### src/rtl/irq_ctrl_pkg.sv
package irq_ctrl_pkg;
  localparam int NSRC   = 10;
  localparam int NPIN   = 5;
  localparam int NGRP   = 7;
  localparam int PRIO_W = 3;
  localparam int IDX_W  = $clog2(NSRC);

  localparam logic [3:0] A_MASK   = 4'd0;
  localparam logic [3:0] A_PMASK  = 4'd1;
  localparam logic [3:0] A_PEND   = 4'd2;
  localparam logic [3:0] A_INSV   = 4'd3;
  localparam logic [3:0] A_EOI    = 4'd4;
  localparam logic [3:0] A_POLLST = 4'd5;
  localparam logic [3:0] A_POLL   = 4'd6;
  localparam logic [3:0] A_PRIOLO = 4'd7;
  localparam logic [3:0] A_PRIOHI = 4'd8;
  localparam logic [3:0] A_TRIG   = 4'd9;

  // group of each source: timers share 0, serial shares 1, pins own 2..6
  function automatic int src_group(input int s);
    if (s < 3) return 0;
    if (s < 5) return 1;
    return s - 3;
  endfunction

  // group g reset priority: g+1 (level 0 reserved)
  function automatic logic [PRIO_W-1:0] grp_default(input int g);
    return PRIO_W'(g + 1);
  endfunction
endpackage

### src/rtl/irq_pin_sync.sv
module irq_pin_sync #(
  parameter int STAGES = 2
) (
  input  logic clk_i,
  input  logic rst_ni,
  input  logic pin_i,
  input  logic level_i,
  input  logic clr_i,
  output logic req_o
);
  logic [STAGES-1:0] sync_q;
  logic              prev_q;
  logic              latch_q;

  always_ff @(posedge clk_i or negedge rst_ni) begin
    if (!rst_ni) sync_q <= '0;
    else         sync_q <= {sync_q[STAGES-2:0], pin_i};
  end

  always_ff @(posedge clk_i or negedge rst_ni) begin
    if (!rst_ni) begin
      prev_q  <= 1'b0;
      latch_q <= 1'b0;
    end else begin
      prev_q <= sync_q[STAGES-1];
      if (sync_q[STAGES-1] && !prev_q) latch_q <= 1'b1;  // set wins over clear
      else if (clr_i)                  latch_q <= 1'b0;
    end
  end

  assign req_o = level_i ? sync_q[STAGES-1] : latch_q;
endmodule

### src/rtl/irq_prio_pick.sv
module irq_prio_pick
  import irq_ctrl_pkg::*;
(
  input  logic [NSRC-1:0]              req_i,
  input  logic [NSRC-1:0][PRIO_W-1:0]  prio_i,
  output logic                         any_o,
  output logic [IDX_W-1:0]             idx_o,
  output logic [PRIO_W:0]              prio_o
);
  // scan high to low with <= so the lowest index wins a tie
  always_comb begin
    prio_o = '1;
    idx_o  = '0;
    for (int i = NSRC - 1; i >= 0; i--) begin
      if (req_i[i] && ({1'b0, prio_i[i]} <= prio_o)) begin
        prio_o = {1'b0, prio_i[i]};
        idx_o  = IDX_W'(i);
      end
    end
  end

  assign any_o = |req_i;
endmodule

### src/rtl/irq_ctrl.sv
module irq_ctrl
  import irq_ctrl_pkg::*;
#(
  parameter logic [7:0] TYPE_BASE = 8'h40,
  parameter logic [7:0] SPUR_TYPE = 8'h3F,
  parameter int         SYNC_STG  = 2
) (
  input  logic        clk_i,
  input  logic        rst_ni,
  input  logic [2:0]  tmr_req_i,
  input  logic [1:0]  ser_req_i,
  input  logic [4:0]  ext_irq_i,
  output logic        int_o,
  input  logic        ack_i,
  output logic [7:0]  type_o,
  input  logic [3:0]  reg_addr_i,
  input  logic        reg_wr_i,
  input  logic [15:0] reg_wdata_i,
  input  logic        reg_rd_i,
  output logic [15:0] reg_rdata_o
);
  localparam int NINT = NSRC - NPIN;

  logic [NSRC-1:0]             mask_q, isr_q, pend, cand, take_oh, eoi_clr;
  logic [3:0]                  pmask_q;
  logic [NGRP-1:0][PRIO_W-1:0] gprio_q;
  logic [NPIN-1:0]             lvl_q, ext_req, pin_clr;
  logic [NINT-1:0]             ipend_q, istrobe;
  logic [NSRC-1:0][PRIO_W-1:0] sprio;
  logic                        req_any, isr_any, take, ack_hit, poll_rd;
  logic [IDX_W-1:0]            win_idx, isr_idx;
  logic [PRIO_W:0]             win_prio, isr_prio;
  logic [7:0]                  type_q, win_type;

  assign istrobe = {ser_req_i, tmr_req_i};

  for (genvar s = 0; s < NSRC; s++) begin : g_src
    assign sprio[s] = gprio_q[src_group(s)];
    assign cand[s]  = pend[s] && !mask_q[s] && ({1'b0, sprio[s]} < pmask_q);
  end

  // pin k -> source: pin 4 is index 5, pins 0..3 are 6..9
  assign pin_clr = {take_oh[5], take_oh[9:6]};
  for (genvar k = 0; k < NPIN; k++) begin : g_pin
    irq_pin_sync #(.STAGES(SYNC_STG)) u_sync (
      .clk_i  (clk_i),
      .rst_ni (rst_ni),
      .pin_i  (ext_irq_i[k]),
      .level_i(lvl_q[k]),
      .clr_i  (pin_clr[k]),
      .req_o  (ext_req[k])
    );
  end

  assign pend = {ext_req[3:0], ext_req[4], ipend_q};

  irq_prio_pick u_pick_req (
    .req_i (cand),
    .prio_i(sprio),
    .any_o (req_any),
    .idx_o (win_idx),
    .prio_o(win_prio)
  );

  irq_prio_pick u_pick_isr (
    .req_i (isr_q),
    .prio_i(sprio),
    .any_o (isr_any),
    .idx_o (isr_idx),
    .prio_o(isr_prio)
  );

  assign int_o    = req_any && (win_prio < isr_prio);
  assign win_type = TYPE_BASE + 8'(win_idx);
  assign ack_hit  = ack_i && int_o;
  assign poll_rd  = reg_rd_i && (reg_addr_i == A_POLL) && req_any;
  assign take     = ack_hit || poll_rd;
  assign take_oh  = take ? (NSRC'(1) << win_idx) : '0;

  always_comb begin
    eoi_clr = '0;
    if (reg_wr_i && reg_addr_i == A_EOI) begin
      if (reg_wdata_i[15]) eoi_clr = isr_any ? (NSRC'(1) << isr_idx) : '0;
      else                 eoi_clr = NSRC'(1) << reg_wdata_i[3:0];
    end
  end

  always_ff @(posedge clk_i or negedge rst_ni) begin
    if (!rst_ni) begin
      ipend_q <= '0;
      isr_q   <= '0;
      type_q  <= SPUR_TYPE;
    end else begin
      ipend_q <= istrobe | (ipend_q & ~take_oh[NINT-1:0]);
      isr_q   <= (isr_q & ~eoi_clr) | take_oh;
      if (ack_i) type_q <= int_o ? win_type : SPUR_TYPE;
    end
  end

  always_ff @(posedge clk_i or negedge rst_ni) begin
    if (!rst_ni) begin
      mask_q  <= '1;
      pmask_q <= 4'd8;
      lvl_q   <= '0;
      for (int g = 0; g < NGRP; g++) gprio_q[g] <= grp_default(g);
    end else if (reg_wr_i) begin
      case (reg_addr_i)
        A_MASK:   mask_q  <= reg_wdata_i[NSRC-1:0];
        A_PMASK:  pmask_q <= reg_wdata_i[3:0];
        A_TRIG:   lvl_q   <= reg_wdata_i[NPIN-1:0];
        A_PRIOLO: for (int g = 0; g < 5; g++)
                    gprio_q[g] <= reg_wdata_i[g*PRIO_W +: PRIO_W];
        A_PRIOHI: for (int g = 5; g < NGRP; g++)
                    gprio_q[g] <= reg_wdata_i[(g-5)*PRIO_W +: PRIO_W];
        default: ;
      endcase
    end
  end

  always_comb begin
    reg_rdata_o = '0;
    case (reg_addr_i)
      A_MASK:   reg_rdata_o[NSRC-1:0] = mask_q;
      A_PMASK:  reg_rdata_o[3:0]      = pmask_q;
      A_PEND:   reg_rdata_o[NSRC-1:0] = pend;
      A_INSV:   reg_rdata_o[NSRC-1:0] = isr_q;
      A_POLLST, A_POLL:
                reg_rdata_o = {req_any, 7'b0, req_any ? win_type : SPUR_TYPE};
      A_PRIOLO: for (int g = 0; g < 5; g++)
                  reg_rdata_o[g*PRIO_W +: PRIO_W] = gprio_q[g];
      A_PRIOHI: for (int g = 5; g < NGRP; g++)
                  reg_rdata_o[(g-5)*PRIO_W +: PRIO_W] = gprio_q[g];
      A_TRIG:   reg_rdata_o[NPIN-1:0] = lvl_q;
      default:  reg_rdata_o = '0;
    endcase
  end

  assign type_o = type_q;
endmodule

### config.mk
export PLATFORM = sky130hd
export DESIGN_NAME = irq_ctrl
export DESIGN_NICKNAME = d
export VERILOG_FILES = /design/src/rtl/irq_ctrl_pkg.sv /design/src/rtl/irq_pin_sync.sv /design/src/rtl/irq_prio_pick.sv /design/src/rtl/irq_ctrl.sv
export SDC_FILE = /design/constraint.sdc
export NUM_CORES = 1
export LEC_CHECK = 0
export BUFFER_PORTS_ARGS = -buffer_cell sky130_fd_sc_hd__buf_2
export CORE_UTILIZATION = 66
export CTS_CLUSTER_SIZE = 16
export DETAILED_ROUTE_END_ITERATION = 8
export GPL_ROUTABILITY_DRIVEN = 0
export GPL_TIMING_DRIVEN = 0
export PLACE_DENSITY_LB_ADDON = 0.1
export RECOVER_POWER = 25
export SETUP_SLACK_MARGIN = 0.1
export SYNTH_ARGS = -nofsm -noshare
export SYNTH_HDL_FRONTEND = slang
export SYNTH_SLANG_ARGS = --single-unit
### constraint.sdc
create_clock -name clk_i -period 29.6 [get_ports clk_i]
set_clock_uncertainty 0.2 [all_clocks]
set_input_delay 5.92 -clock clk_i [delete_from_list [all_inputs] [get_ports clk_i]]
set_output_delay 5.92 -clock clk_i [all_outputs]
set_load 0.1 [all_outputs]
# [After elaboration in Yosys (flattened, before gate mapping)]
# Index checks and enable logic that the tools add are counted.
[totals] reg_bits=83 in_bits=35 out_inout_bits=25 wordCells=218
[op_classes] addsub=1 magnitude_cmp=26 eq_ne=9 n_shift=3 n_mux=67 n_bitwise=6 n_reduce_logical=78
[op_table] cell="$mux W4" n=40
[op_table] cell="$le A3 B4 Y1" n=18
[op_table] cell="$logic_and A1 B1 Y1" n=48
[op_table] cell="$mux W10" n=4
[op_table] cell="$pmux W4 S8" n=1
[op_table] cell="$shl A1 B4 Y10 const A" n=3
[op_table] cell="$lt A3 B4 Y1" n=7
[op_table] cell="$pmux W4 S5" n=1
[op_table] cell="$reduce_or A10 Y1" n=2
[op_table] cell="$eq A4 B3 Y1 const B" n=4
[op_table] cell="$mux W1" n=16
[op_table] cell="$mux W8" n=2
[op_table] cell="$logic_not A1 Y1" n=15
[op_table] cell="$and A10 B10 Y10" n=1
[op_table] cell="$not A10 Y10" n=1
[op_table] cell="$or A10 B10 Y10" n=1
[op_table] cell="$reduce_and A2 Y1" n=5
[op_table] cell="$reduce_bool A2 Y1" n=5
[op_table] cell="$add A7 B4 Y8 const A" n=1
[op_table] cell="$eq A4 B2 Y1 const B" n=2
[op_table] cell="$eq A4 B4 Y1 const B" n=2
[op_table] cell="$pmux W1 S7" n=1
[op_table] cell="$pmux W1 S6" n=1
[op_table] cell="$and A5 B5 Y5" n=1
[op_table] cell="other kinds (8)" n=8

# [Longest topological paths before layout]
# Gate-level depths: netlist (run 1).
[logic_depth] depth_word=39 mapped_depth=88 ltp_nobuf=85

# [Hierarchy]
# A second synthesis (run 1) with hierarchy kept.
[hier_totals] cells_unflattened=826 hier_area_um2=7302.0
[by_module_without_submodules] module="irq_ctrl" instances=1 cells_per_inst=384 area_per_inst_um2=3822.4 seq_area_each_um2=1561.5
[by_module_without_submodules] module="irq_prio_pick (u_pick_req)" instances=1 cells_per_inst=196 area_per_inst_um2=1428.9 seq_area_each_um2=0.0
[by_module_without_submodules] module="irq_prio_pick (u_pick_isr)" instances=1 cells_per_inst=201 area_per_inst_um2=1406.3 seq_area_each_um2=0.0
[by_module_without_submodules] module="irq_pin_sync" instances=5 cells_per_inst=9 area_per_inst_um2=128.9 seq_area_each_um2=100.1

# [Worst setup path after synthesis (run 1)]
# Ideal clock, no wire load.
[synth_timing] kind="register to output" from="reg pmask_q[1]" to="out int_o" t_arrival_ns=13.783 setup_slack_ns=9.697 path_stages_with_launch=81 path_buffers=2 path_cell_list="dfrtp_1 -> inv_1 -> ha_1 -> nor2_1 -> nor4b_2 -> nand2b_1 -> buf_2 -> nor2_1 -> ha_1 -> nor2b_1 -> o21a_1 -> o21ai_0 -> a21o_1 -> o21ai_0 -> ha_1 -> nor2b_1 -> o21a_1 -> o21a_1 -> [... 45 more ...] -> nor3_1 -> a31o_2 -> nor2_1 -> mux2i_1 -> ha_1 -> nor2b_1 -> o21ai_0 -> a32oi_1 -> nor2_1 -> a41o_2 -> nor3_4 -> mux2_2 -> ha_1 -> o21ai_0 -> nand2b_1 -> a21oi_1 -> nor2b_1 -> a31o_2"
[synth_between] elab_chain_len=32 word_cells_on_any_way=48
[synth_rtl] element="start: declaration" line_no="irq_ctrl.sv:25" rtl="logic [3:0] pmask_q;"
[synth_rtl] element="start signal: assignment" line_no="irq_ctrl.sv:109" rtl="A_PMASK: pmask_q <= reg_wdata_i[3:0];"
[synth_rtl] element="$lt A3 B4 Y1" line_no="irq_ctrl.sv:39" rtl="assign cand[s] = pend[s] && !mask_q[s] && ({1'b0, sprio[s]} < pmask_q);"
[synth_rtl] element="$logic_and A1 B1 Y1" line_no="irq_ctrl.sv:39"
[synth_rtl] element="$mux W4" line_no="irq_prio_pick.sv:15" rtl="if (req_i[i] && ({1'b0, prio_i[i]} <= prio_o)) begin"
[synth_rtl] element="$le A3 B4 Y1" line_no="irq_prio_pick.sv:15"
[synth_rtl] element="$logic_and A1 B1 Y1" line_no="irq_prio_pick.sv:15"
[synth_rtl] element="$mux W4" line_no="irq_prio_pick.sv:15"
[synth_rtl] element="$le A3 B4 Y1" line_no="irq_prio_pick.sv:15"
[synth_rtl] element="$logic_and A1 B1 Y1" line_no="irq_prio_pick.sv:15"
[synth_rtl] element="[... 16 more ...]"
[synth_rtl] element="$le A3 B4 Y1" line_no="irq_prio_pick.sv:15"
[synth_rtl] element="$logic_and A1 B1 Y1" line_no="irq_prio_pick.sv:15"
[synth_rtl] element="$mux W4" line_no="irq_prio_pick.sv:15"
[synth_rtl] element="$le A3 B4 Y1" line_no="irq_prio_pick.sv:15"
[synth_rtl] element="$logic_and A1 B1 Y1" line_no="irq_prio_pick.sv:15"
[synth_rtl] element="$mux W4" line_no="irq_prio_pick.sv:15"
[synth_rtl] element="$lt A4 B4 Y1" line_no="irq_ctrl.sv:73" rtl="assign int_o = req_any && (win_prio < isr_prio);"
[synth_rtl] element="$logic_and A1 B1 Y1 (*)" line_no="irq_ctrl.sv:73"
[synth_rtl] element="end: declaration" line_no="irq_ctrl.sv:13" rtl="output logic int_o,"
# Mark *: on every way between the ends. The rest lies on a longest branch, timed or not.

# [Final worst setup path (run 1)]
# Same ends and word-level chain as after synthesis.

==> summary.md, run 1 <==
| Metric | Value |
|---|---|
| Status | complete, but fails checks |
| Failing checks | capacitance limit, slew limit |
| Hold Vio Cnt, Final | 0 |
| Top Layer Used | met4 |
| Worst rel slew slack | -43.09% |
| CTS tree | done |
| Initial core utilization | 67.53% |
| RSZ-0062 raised after global routing | no |
| Drt via density | 7.070 |
| Critical Path Source Type | flip-flop |
| DRC viols | 0 |
| Remaining Overflow, GRT | 0 |
| Post-synthesis sequential area ratio | 29.71% |
| Synth Area per Inst | 9.084 um^2 |
| Min Tclk post-route | 23.45 ns |
| Setup CP Type | reg2out |
| Die span in x | 104.5 um |
| WL final | 21,580 um |
| CP Data Arrival Time | 17.33 ns |
| Post-synth top cells | 71 x ha_1, 57 x nand2_1, 57 x o21ai_0 |
| Hold Worst Slack | 0.1497 ns |
| Yosys top cell area share | 19.11% |
| Hold-fix buffers, CTS | 0 |
| Nets | 938 |
| IO Count | 60 |
| Cell taking the most area after synthesis | dfrtp_1 |
| Setup TNS | 0 ns |
| Flops & latches, synth | 81 |
| Port buffer count | 56 |
| Layout area overhead | 10.01% |
| Cell variety after synth | 76 |
| Root buf cell | clkbuf_8 |
| First-pass GRT wire length | 34,460 um |
| Routed Antenna Nets | 0 |
| Postcts setup bufs | 0 |
| DP HPWL | 16,410 um |
| Synth Cell Area | 6940 um^2 |
| Count of pins over their slew limit | 41 |
| # diodes | 0 |
| Dominant synthesized flop cell | dfrtp_1 |
| Met2 Wirelength | 9706 um |
| Synth area leaders | dfrtp_1 19%, ha_1 13%, dfstp_2 11% |
| Number of flops mapped to enable cells by yosys | 0 |
| Metal-1 WL | 8107 um |
| Synthesized Nets | 870 |
| Fraction of layout cells with a size suffix above 1 | 21.05% |
| Routed via count | 6,872 |
| Max cap viols | 1 |
| Vias in the first global route | 6,726 |
| Gr usage total | 40.72% |
| 1st-iter DRT viols | 891 |
| Fmax | 42.64 MHz |
| Worst path required time | 23.48 ns |
| CP max stage delay | 0.47 ns |
| Critical Path Most Common Cell | o21ai_0 |
| Syn Inst Count | 764 |
| Initial antenna violation count | 0 |
| CTS H-tree lvls | 3 |
| Most frequent cell after synthesis | ha_1 |
| # resized after CTS | 0 |
| Placed instance area | 7420 um^2 |
| Num CTS Buffers | 9 |
| Total clock sinks | 81 |
| Clk_lat worst skew | 0.37 ns |
| Setup-failing EPs final | 0 |
| Largest net degree at the start of global routing | 42 |
| Clk pin slew, worst setup/hold paths | 0.08 ns |
| Die area | 10,930 um^2 |
| Pre-antenna DRT Iters | 8 |
| Min-delay worst type | reg2reg |
| Cell row count | 37 |
| Routed wire length per instance | 22.20 um |
| Die Ht | 104.5 um |
| Core box area | 10,280 um^2 |
| Async set-reset flop share out of synthesis | 100.0% |
| Fin area | 7635 um^2 |
| Period utilisation layout | 79.23% |
| Met3 Wirelength | 2537 um |
| Worst Path Max Fanout | 10 |
| Worst-path cell with the longest stage delay | a31oi_1 |
| Syn. warnings | 0 |
| Tightest Pin Transition | 2.146 ns |
| CP endpoint kind | output port |
| CTS max path bufs | 2 |
[placed cells by master, fill, tap and decap left out, drive strengths merged, types with 4 or more instances in the layout]
cell type	n
inv	37
nor3	18
o31a	4
dfstp	28
ha	71
a222oi	5
a21oi	25
a2bb2oi	5
nor4	8
a32oi	8
buf	65
a31o	5
nor2	55
o211ai	9
nand2	57
mux2i	26
o21a	10
nand4	6
dfrtp	53
a31oi	28
clkbuf	27
o41ai	5
nor2b	32
mux2	43
and3	6
a211oi	5
o21ai	60
o31ai	6
nand3	22
a22oi	7
and2	10
nand2b	19
a21o	14
[worst max-delay path, delay by kind of cell (launching register included)]
| kind | cells | cell delay, ns |
|---|---|---|
| flops | 1 | 0.39 |
| buf+inv | 6 | 1.31 |
| compound gates | 37 | 7.83 |
| simple gates | 24 | 3.44 |
| fa+ha+maj | 11 | 2.97 |
| mux | 3 | 0.93 |
[path summary, 6_finish.rpt]
| kind | cells after the start | slack (ns) | start | end |
|---|---|---|---|---|
| max | 81 | 6.15 | pmask_q[1] | int_o |
| min | 0 | 0.15 | g_pin[0].u_sync.sync_q[0] | g_pin[0].u_sync.sync_q[1] |
| max reg2reg | 83 | 12.27 | pmask_q[1] | g_pin[2].u_sync.latch_q |
| min reg2reg | 0 | 0.15 | g_pin[0].u_sync.sync_q[0] | g_pin[0].u_sync.sync_q[1] |
| max in group asynchronous | 1 | 21.99 | rst_ni | g_pin[2].u_sync.sync_q[1] |
| min in group asynchronous | 1 | 5.97 | rst_ni | gprio_q[1] |
[cell families (layout without fill, tap and decap cells)]
logic type / count (synthesis) / in the layout / synth area share (%)
buffers and inverters: 61 / 133 / 3.695
adder cells (fa/ha/maj): 71 / 71 / 12.80
flip-flops: 81 / 81 / 29.71
AO/OA/AOI/OAI: 234 / 234 / 24.66
AND/OR/NAND/NOR: 247 / 247 / 18.30
multiplexers: 69 / 69 / 10.78
other: 1 / 1 / 0.05403
[per-layer routing]
| metal | vias up | track usage [%] |
|---|---|---|
| met4 | 0 | 22.86 |
| li1 | 3031 | - |
| met5 | - | 0 |
| met3 | 120 | 7.735 |
| met1 | 3273 | 51.84 |
| met2 | 448 | 65.04 |
[registers in the layout, summed over array words and instances, names as in the netlist]
name,flops
isr_q,10
gprio_q,21
g_pin.u_sync.sync_q,10
g_pin.u_sync.latch_q,5
type_o,6
lvl_q,5
mask_q,10
pmask_q,4
g_pin.u_sync.prev_q,5
ipend_q,5
[area by class of cell]
| class | count | area (um^2) |
|---|---|---|
| Inverter | 37 | 138.9 |
| Multi-Input combinational cell | 622 | 4628 |
| Timing Repair Buffer | 57 | 299.0 |
| Sequential cell | 81 | 2062 |
| Buffer | 24 | 117.6 |
| Clock inverter | 4 | 77.57 |
| Tap cell | 136 | 170.2 |
| Clock buffer | 11 | 141.4 |
| Fill cell | 783 | 2643 |
[per-stage QoR]
stage | setup WS [ns] | std cells | utilization, %
after floorplan | 9.697 | 764 | -
after global placement | 7.681 | 956 | 71.91
after detailed placement | 6.997 | 957 | 72.19
after CTS | 6.526 | 972 | 74.32
after global routing | 4.963 | 972 | 74.29
final | 6.149 | 972 | 74.29
Power of run 1 is left out: the tool's default activity adds up to more than one toggle a clock period on the data nets, which glitch-free logic cannot reach.
==> run 2, diff against run 1 <==
--- a/config.mk
+++ b/config.mk
@@ -6,7 +6,7 @@
 export NUM_CORES = 1
 export LEC_CHECK = 0
 export BUFFER_PORTS_ARGS = -buffer_cell sky130_fd_sc_hd__buf_2
-export CORE_UTILIZATION = 66
+export CORE_UTILIZATION = 55
 export CTS_CLUSTER_SIZE = 16
 export DETAILED_ROUTE_END_ITERATION = 8
 export GPL_ROUTABILITY_DRIVEN = 0
==> constraint.sdc (replaced) <==
create_clock -name clk_i -period 21.1 [get_ports clk_i]
set_clock_uncertainty 0.2 [all_clocks]
set_input_delay 4.22 -clock clk_i [delete_from_list [all_inputs] [get_ports clk_i]]
set_output_delay 4.22 -clock clk_i [all_outputs]
set_load 0.1 [all_outputs]
==> run 2 against run 1 <==
Net effect: the run still ends with capacitance limit, slew limit left; die area is 20% higher; sequential share of layout area is 1.1 points lower; setup slack worse by 5.3 ns; final area is 4.1% higher; global-route usage is 5.8 points lower; first-iteration DRC count is 26% lower; via count is 0.44% higher; count of clock-buffer cells in the layout is 1 lower; worst hold slack worse by 0.0023 ns; core utilization is 8.9 points lower; critical path depth is 1 lower; wire length is 3.7% higher.
==> summary.md, run 2 (synthesized netlist as in run 1, its figures left out) <==
| Metric | Value |
|---|---|
| Status | complete, but fails checks |
| Failing checks | capacitance limit, slew limit |
| Largest Register | gprio_q |
| Cell row count | 40 (+8.1%) |
| Worst path required time | 16.68 ns (-6.80 ns) |
| Port buffer count | 56 (unchanged) |
| CP max stage delay | 0.66 ns (+0.19 ns) |
| Num CTS Buffers | 9 (unchanged) |
| Most common cell after layout, fill and taps aside | ha_1 |
| Hold Vio Cnt, Final | 0 (unchanged) |
| Setup CP Type | reg2out |
| R2r endpoint | g_pin[2].u_sync.latch_q |
| First-pass GRT wire length | 34,620 um (+0.46%) |
| Max cap viols | 1 (unchanged) |
| Tightest Pin Transition | 3.676 ns (+1.530 ns) |
| Root buf cell | clkbuf_16 |
| Worst Path Max Fanout | 10 (unchanged) |
| Initial core utilization | 57.07% (-10 points) |
| Die area | 13,070 um^2 (+20%) |
| Pre-CTS WS | -0.03798 ns (-7.035 ns) |
| Setup-failing EPs final | 0 (unchanged) |
| Remaining Overflow, GRT | 0 (unchanged) |
| HP Start | g_pin[2].u_sync.sync_q[0] |
| Most frequent cells in the layout | 71 x ha_1, 58 x buf_2, 57 x nand2_1 |
| Hold Path Sink | g_pin[2].u_sync.sync_q[1] |
| CTS tree | done |
| CP Data Arrival Time | 15.83 ns (-1.50 ns) |
| CP endpoint kind | output port |
| Max reg flops | 21 (unchanged) |
| Min-delay worst type | reg2reg |
| Critical Path Source Type | flip-flop |
| Routed via count | 6,902 (+0.44%) |
| Nets | 954 (+1.7%) |
| DP HPWL | 16,820 um (+2.5%) |
| Die Ht | 114.3 um (+9.4%) |
| WL final | 22,370 um (+3.7%) |
| Period utilisation layout | 95.97% |
| Seq. cell area | 2062 um^2 (unchanged) |
| Final WS setup | 0.8494 ns (-5.300 ns) |
| IO Count | 60 (unchanged) |
| Fraction of layout cells with a size suffix above 1 | 24.15% (+3.1 points) |
| Hold depth | 0 (unchanged) |
| CTS H-tree lvls | 3 (unchanged) |
| Worst rel slew slack | -145.1% (-100 points) |
| Placed instance area | 7467 um^2 (+0.64%) |
| Critical Path Most Common Cell | ha_1 |
| Die span in x | 114.3 um (+9.4%) |
| R2r worst-path depth | 82 (-1.2%) |
| Routed wire length per instance | 21.91 um (-1.3%) |
| Hold Worst Slack | 0.1474 ns (-0.002262 ns) |
| Layout area overhead | 14.49% |
| # diodes | 0 (unchanged) |
| DRC viols | 0 (unchanged) |
| R2r setup slk | 4.98 ns (-7.29 ns) |
| Fin area | 7946 um^2 (+4.1%) |
| Initial antenna violation count | 0 (unchanged) |
| Hold-fix buffers, CTS | 0 (unchanged) |
| 1st-iter DRT viols | 658 (-26%) |
| Vias in the first global route | 6,495 (-3.4%) |
| Pre-antenna DRT Iters | 8 (unchanged) |
| CTS max path bufs | 2 (unchanged) |
| Worst r2r src | gprio_q[19] |
| Fmax | 49.38 MHz |
| Setup TNS | 0 ns (unchanged) |
| Count of pins over their slew limit | 70 (+71%) |
| Filler cells | 1,033 (+32%) |
| Drt via density | 6.760 (-4.4%) |
| Core box area | 12,160 um^2 (+18%) |
| Footprint of the multi-input gates | 4723 um^2 (+2.1%) |
| Gr usage total | 34.94% (-5.8 points) |
| Min Tclk post-route | 20.25 ns |
| Clk_lat worst skew | 0.34 ns (-0.03 ns) |
| Clk pin slew, worst setup/hold paths | 0.06 ns (-0.02 ns) |
| Routed Antenna Nets | 0 (unchanged) |
| Largest net degree at the start of global routing | 70 (+67%) |
| Total clock sinks | 81 (unchanged) |
| Worst-path cell with the longest stage delay | dfstp_2 |
==> run 2: cell types whose count changed in the layout (fill, tap and decap cells not counted), sizes merged <==
cell and change:
buf +15, bufinv -2, clkinv -2, clkinvlp +4
inv +2
==> run 2: what timing repair did <==
item / in CTS / in global routing
pin swaps: 0 / 5
gates resized for setup: 5 / 20
setup endpoints to repair: 1 / 5
setup buffers: 0 / 16
==> run 2: worst max path at each step <==
stage | start | end | slack, ns | cells past startpoint
3_3_place_gp | pmask_q[1] | int_o | 0.49 | 81
4_1_cts | pmask_q[1] | int_o | 0.14 | 81
6_report | gprio_q[19] | int_o | 0.85 | 80
5_1_grt | pmask_q[1] | int_o | -0.04 | 81
2_1_floorplan | pmask_q[1] | int_o | 2.90 | 80
3_5_place_dp | pmask_q[1] | int_o | -0.04 | 81
==> run 2: cell type report <==
type	count	area share, %
multi-input cells	622	59.44
plain buffers	24	1.480
repair buffers	73	5.196
flip-flops and latches	81	25.95
inverters	37	1.795
clock inverters	6	0.6141
well taps	168	2.645
clock buffers	10	2.881
==> run 2: worst max-delay path: cells and delay by family, from the launching register on <==
family	cells	cell delay, ns
AO/OA/AOI/OAI	34	6.29
adder cells (fa/ha/maj)	11	3.07
buffers and inverters	6	0.93
flip-flops	1	0.66
multiplexers	4	1.08
AND/OR/NAND/NOR	25	3.46
==> run 2: per-layer routing <==
layer,track usage [%],up-vias,share of wire [%]
met2,55.68,385,45
met3,6.406,100,8.9
met5,0,-,0
li1,-,3056,-
met4,15.93,0,5.3
met1,46.25,3361,40
==> run 2: per-stage QoR <==
stage          std cells  util [%]
6_report            1021     65.34
5_1_grt             1021     65.34
4_1_cts             1005     63.88
3_5_place_dp         989     61.40
3_3_place_gp         988     61.10
2_1_floorplan        764         -
Power of run 2 is left out for the same reason.
==> run 3, diff against run 2 <==
--- a/config.mk
+++ b/config.mk
@@ -5,8 +5,9 @@
 export SDC_FILE = /design/constraint.sdc
 export NUM_CORES = 1
 export LEC_CHECK = 0
-export BUFFER_PORTS_ARGS = -buffer_cell sky130_fd_sc_hd__buf_2
+export BUFFER_PORTS_ARGS = -buffer_cell sky130_fd_sc_hd__buf_4
 export CORE_UTILIZATION = 55
+export CTS_BUF_LIST = sky130_fd_sc_hd__clkbuf_16
 export CTS_CLUSTER_SIZE = 16
 export DETAILED_ROUTE_END_ITERATION = 8
 export GPL_ROUTABILITY_DRIVEN = 0
==> run 3 against run 2 <==
Net effect: the flow still finishes with violations (capacitance limit, slew limit); fmax grew 1.2%; sequential share of layout area down 0.66 points; worst hold slack better by 0.0044 ns; cell count grew 0.20%; count of clock-buffer cells in the layout down 1; via count decreased by 0.71%; final area up 2.6%; core utilization is 1.7 points higher; critical endpoint unchanged; largest cell class unchanged.
==> summary.md, run 3 (synthesized netlist as in run 1, its figures left out) <==
| Metric | Value |
|---|---|
| Status | complete, but fails checks |
| Failing checks | capacitance limit, slew limit |
| Layout area overhead | 17.50% |
| Cells after DPL | 988 (-0.10%) |
| Clk_lat worst skew | 0.34 ns (about the same) |
| WL final | 22,230 um (-0.64%) |
| CP Data Arrival Time | 15.58 ns (-0.25 ns) |
| Cell Count, Final, Fillers Out | 1,023 (+0.20%) |
| Root buf cell | clkbuf_16 |
| Setup-failing EPs final | 0 (unchanged) |
| Setup CP Type | reg2out |
| CTS H-tree lvls | 3 (unchanged) |
| Core box area | 12,160 um^2 (unchanged) |
| First-pass GRT wire length | 34,970 um (+1.0%) |
| DP HPWL | 16,610 um (-1.2%) |
| Die span in x | 114.3 um (unchanged) |
| Initial core utilization | 57.07% (unchanged) |
| Drt via density | 6.699 (-0.90%) |
| CP endpoint kind | output port |
| Delay-heaviest family, CP | compound AO/OA/AOI/OAI gates |
| Num CTS Buffers | 9 (unchanged) |
| Max cap viols | 1 (unchanged) |
| 1st-iter DRT viols | 619 (-5.9%) |
| Min Tclk post-route | 20.00 ns (-0.2484 ns) |
| Die area | 13,070 um^2 (unchanged) |
| Min-delay worst type | reg2reg |
| Routed via count | 6,853 (-0.71%) |
| DRC viols | 0 (unchanged) |
| Gr usage total | 35.31% (+0.37 points) |
| Worst-path cell with the longest stage delay | dfrtp_1 |
| Pre-CTS WS | 0.06886 ns (+0.1068 ns) |
| Worst Path Max Fanout | 10 (unchanged) |
| Largest Register | gprio_q |
| Setup TNS | 0 ns (unchanged) |
| CP max stage delay | 0.39 ns (-0.27 ns) |
| Remaining Overflow, GRT | 0 (unchanged) |
| Final WS setup | 1.098 ns (+0.2484 ns) |
| # diodes | 0 (unchanged) |
| Most frequent cells in the layout | 71 x ha_1, 70 x buf_4, 57 x nand2_1 |
| Port buffer count | 56 (unchanged) |
| Hold Vio Cnt, Final | 0 (unchanged) |
| Max reg flops | 21 (unchanged) |
| Worst rel slew slack | -180.7% (-36 points) |
| CP bufs+invs | 6 (unchanged) |
| Vias in the first global route | 6,627 (+2.0%) |
| Most common cell after layout, fill and taps aside | ha_1 |
| RSZ-0062 raised after global routing | no |
| Fraction of layout cells with a size suffix above 1 | 24.56% (+0.41 points) |
| IO Count | 60 (unchanged) |
| Routed wire length per instance | 21.73 um (-0.83%) |
| Worst path required time | 16.68 ns (about the same) |
| Count of pins over their slew limit | 82 (+17%) |
| Pre-antenna DRT Iters | 5 (-3) |
| CTS tree | done |
| Fmax | 49.99 MHz (+1.2%) |
| Die Ht | 114.3 um (unchanged) |
| Nets | 956 (+0.21%) |
| Routed Antenna Nets | 0 (unchanged) |
| Cell row count | 40 (unchanged) |
| Period utilisation layout | 94.80% (-1.2 points) |
| Largest net degree at the start of global routing | 82 (+17%) |
| Critical Path Most Common Cell | ha_1 |
| Clk pin slew, worst setup/hold paths | 0.06 ns (about the same) |
| Critical Path Source Type | flip-flop |
| Total clock sinks | 81 (unchanged) |
| Tightest Pin Transition | 4.210 ns (+0.5340 ns) |
| Initial antenna violation count | 0 (unchanged) |
| CTS max path bufs | 2 (unchanged) |
==> run 3: cell types whose count changed in the layout (fill, tap and decap cells not counted), moves of 2 or more <==
cell        change
buf_2          -55
buf_4          +52
clkbuf_4        +6
a31o_2          -2
a31o_4          +2
clkbuf_1        -2
clkinv_4        +2
clkinvlp_4      -2
==> run 3: final cells by class <==
type                       instances  area [um^2]
multi-input combinational        622         4747
fill                             995         4006
sequential                        81         2062
timing repair buffer              75        571.8
clock buffer                       9        225.2
tap                              168        210.2
inverter                          37        142.6
buffer                            24        120.1
clock inverter                     7        76.32
==> run 3: per-layer routing <==
metal	track usage, %	up-vias	part of all wire [%]
li1	-	3066	-
met1	44.73	3292	40
met2	55.52	388	45
met3	7.094	107	9.0
met4	21.82	0	6.0
met5	0	-	0
==> run 3: worst reg2reg max path: cells and delay by family, from the launching register on <==
family                     cells  cell delay, ns
AOI/OAI and AO/OA             36            6.50
and+or+nand+nor               25            3.38
adders and majority gates     11            3.24
muxes                          4            1.09
buffers and inverters          6            0.93
DFF                            1            0.39
==> run 3: final timing paths <==
check | start | endpoint | slack (ns) | depth (start not counted)
worst min register to register | g_pin[3].u_sync.sync_q[0] | g_pin[3].u_sync.sync_q[1] | 0.15 | 0
worst max register to register | pmask_q[1] | g_pin[2].u_sync.latch_q | 5.22 | 82
worst min-delay path | g_pin[3].u_sync.sync_q[0] | g_pin[3].u_sync.sync_q[1] | 0.15 | 0
worst max-delay path | pmask_q[1] | int_o | 1.10 | 80
max in group asynchronous | rst_ni | g_pin[2].u_sync.latch_q | 13.16 | 1
min in group asynchronous | rst_ni | gprio_q[1] | 5.16 | 1
==> run 3: per-stage QoR <==
stage	hold WS, ns	util [%]	area, um^2
final	0.1518	67.06	8155
after global routing	0.1593	67.06	8155
after CTS	0.1537	64.99	7904
after detailed placement	0.1373	62.30	7577
after global placement	0.1315	62.25	7571
after floorplan	0.1312	-	6940
==> run 3: timing repair <==
item	4_1_cts	5_1_grt
buffers inserted	0	19
hold buffers	0	0
gates resized for setup	6	24
pin swaps	0	11
endpoints found under the setup margin	1	5
cloned	0	0
Power of run 3 is left out for the same reason.
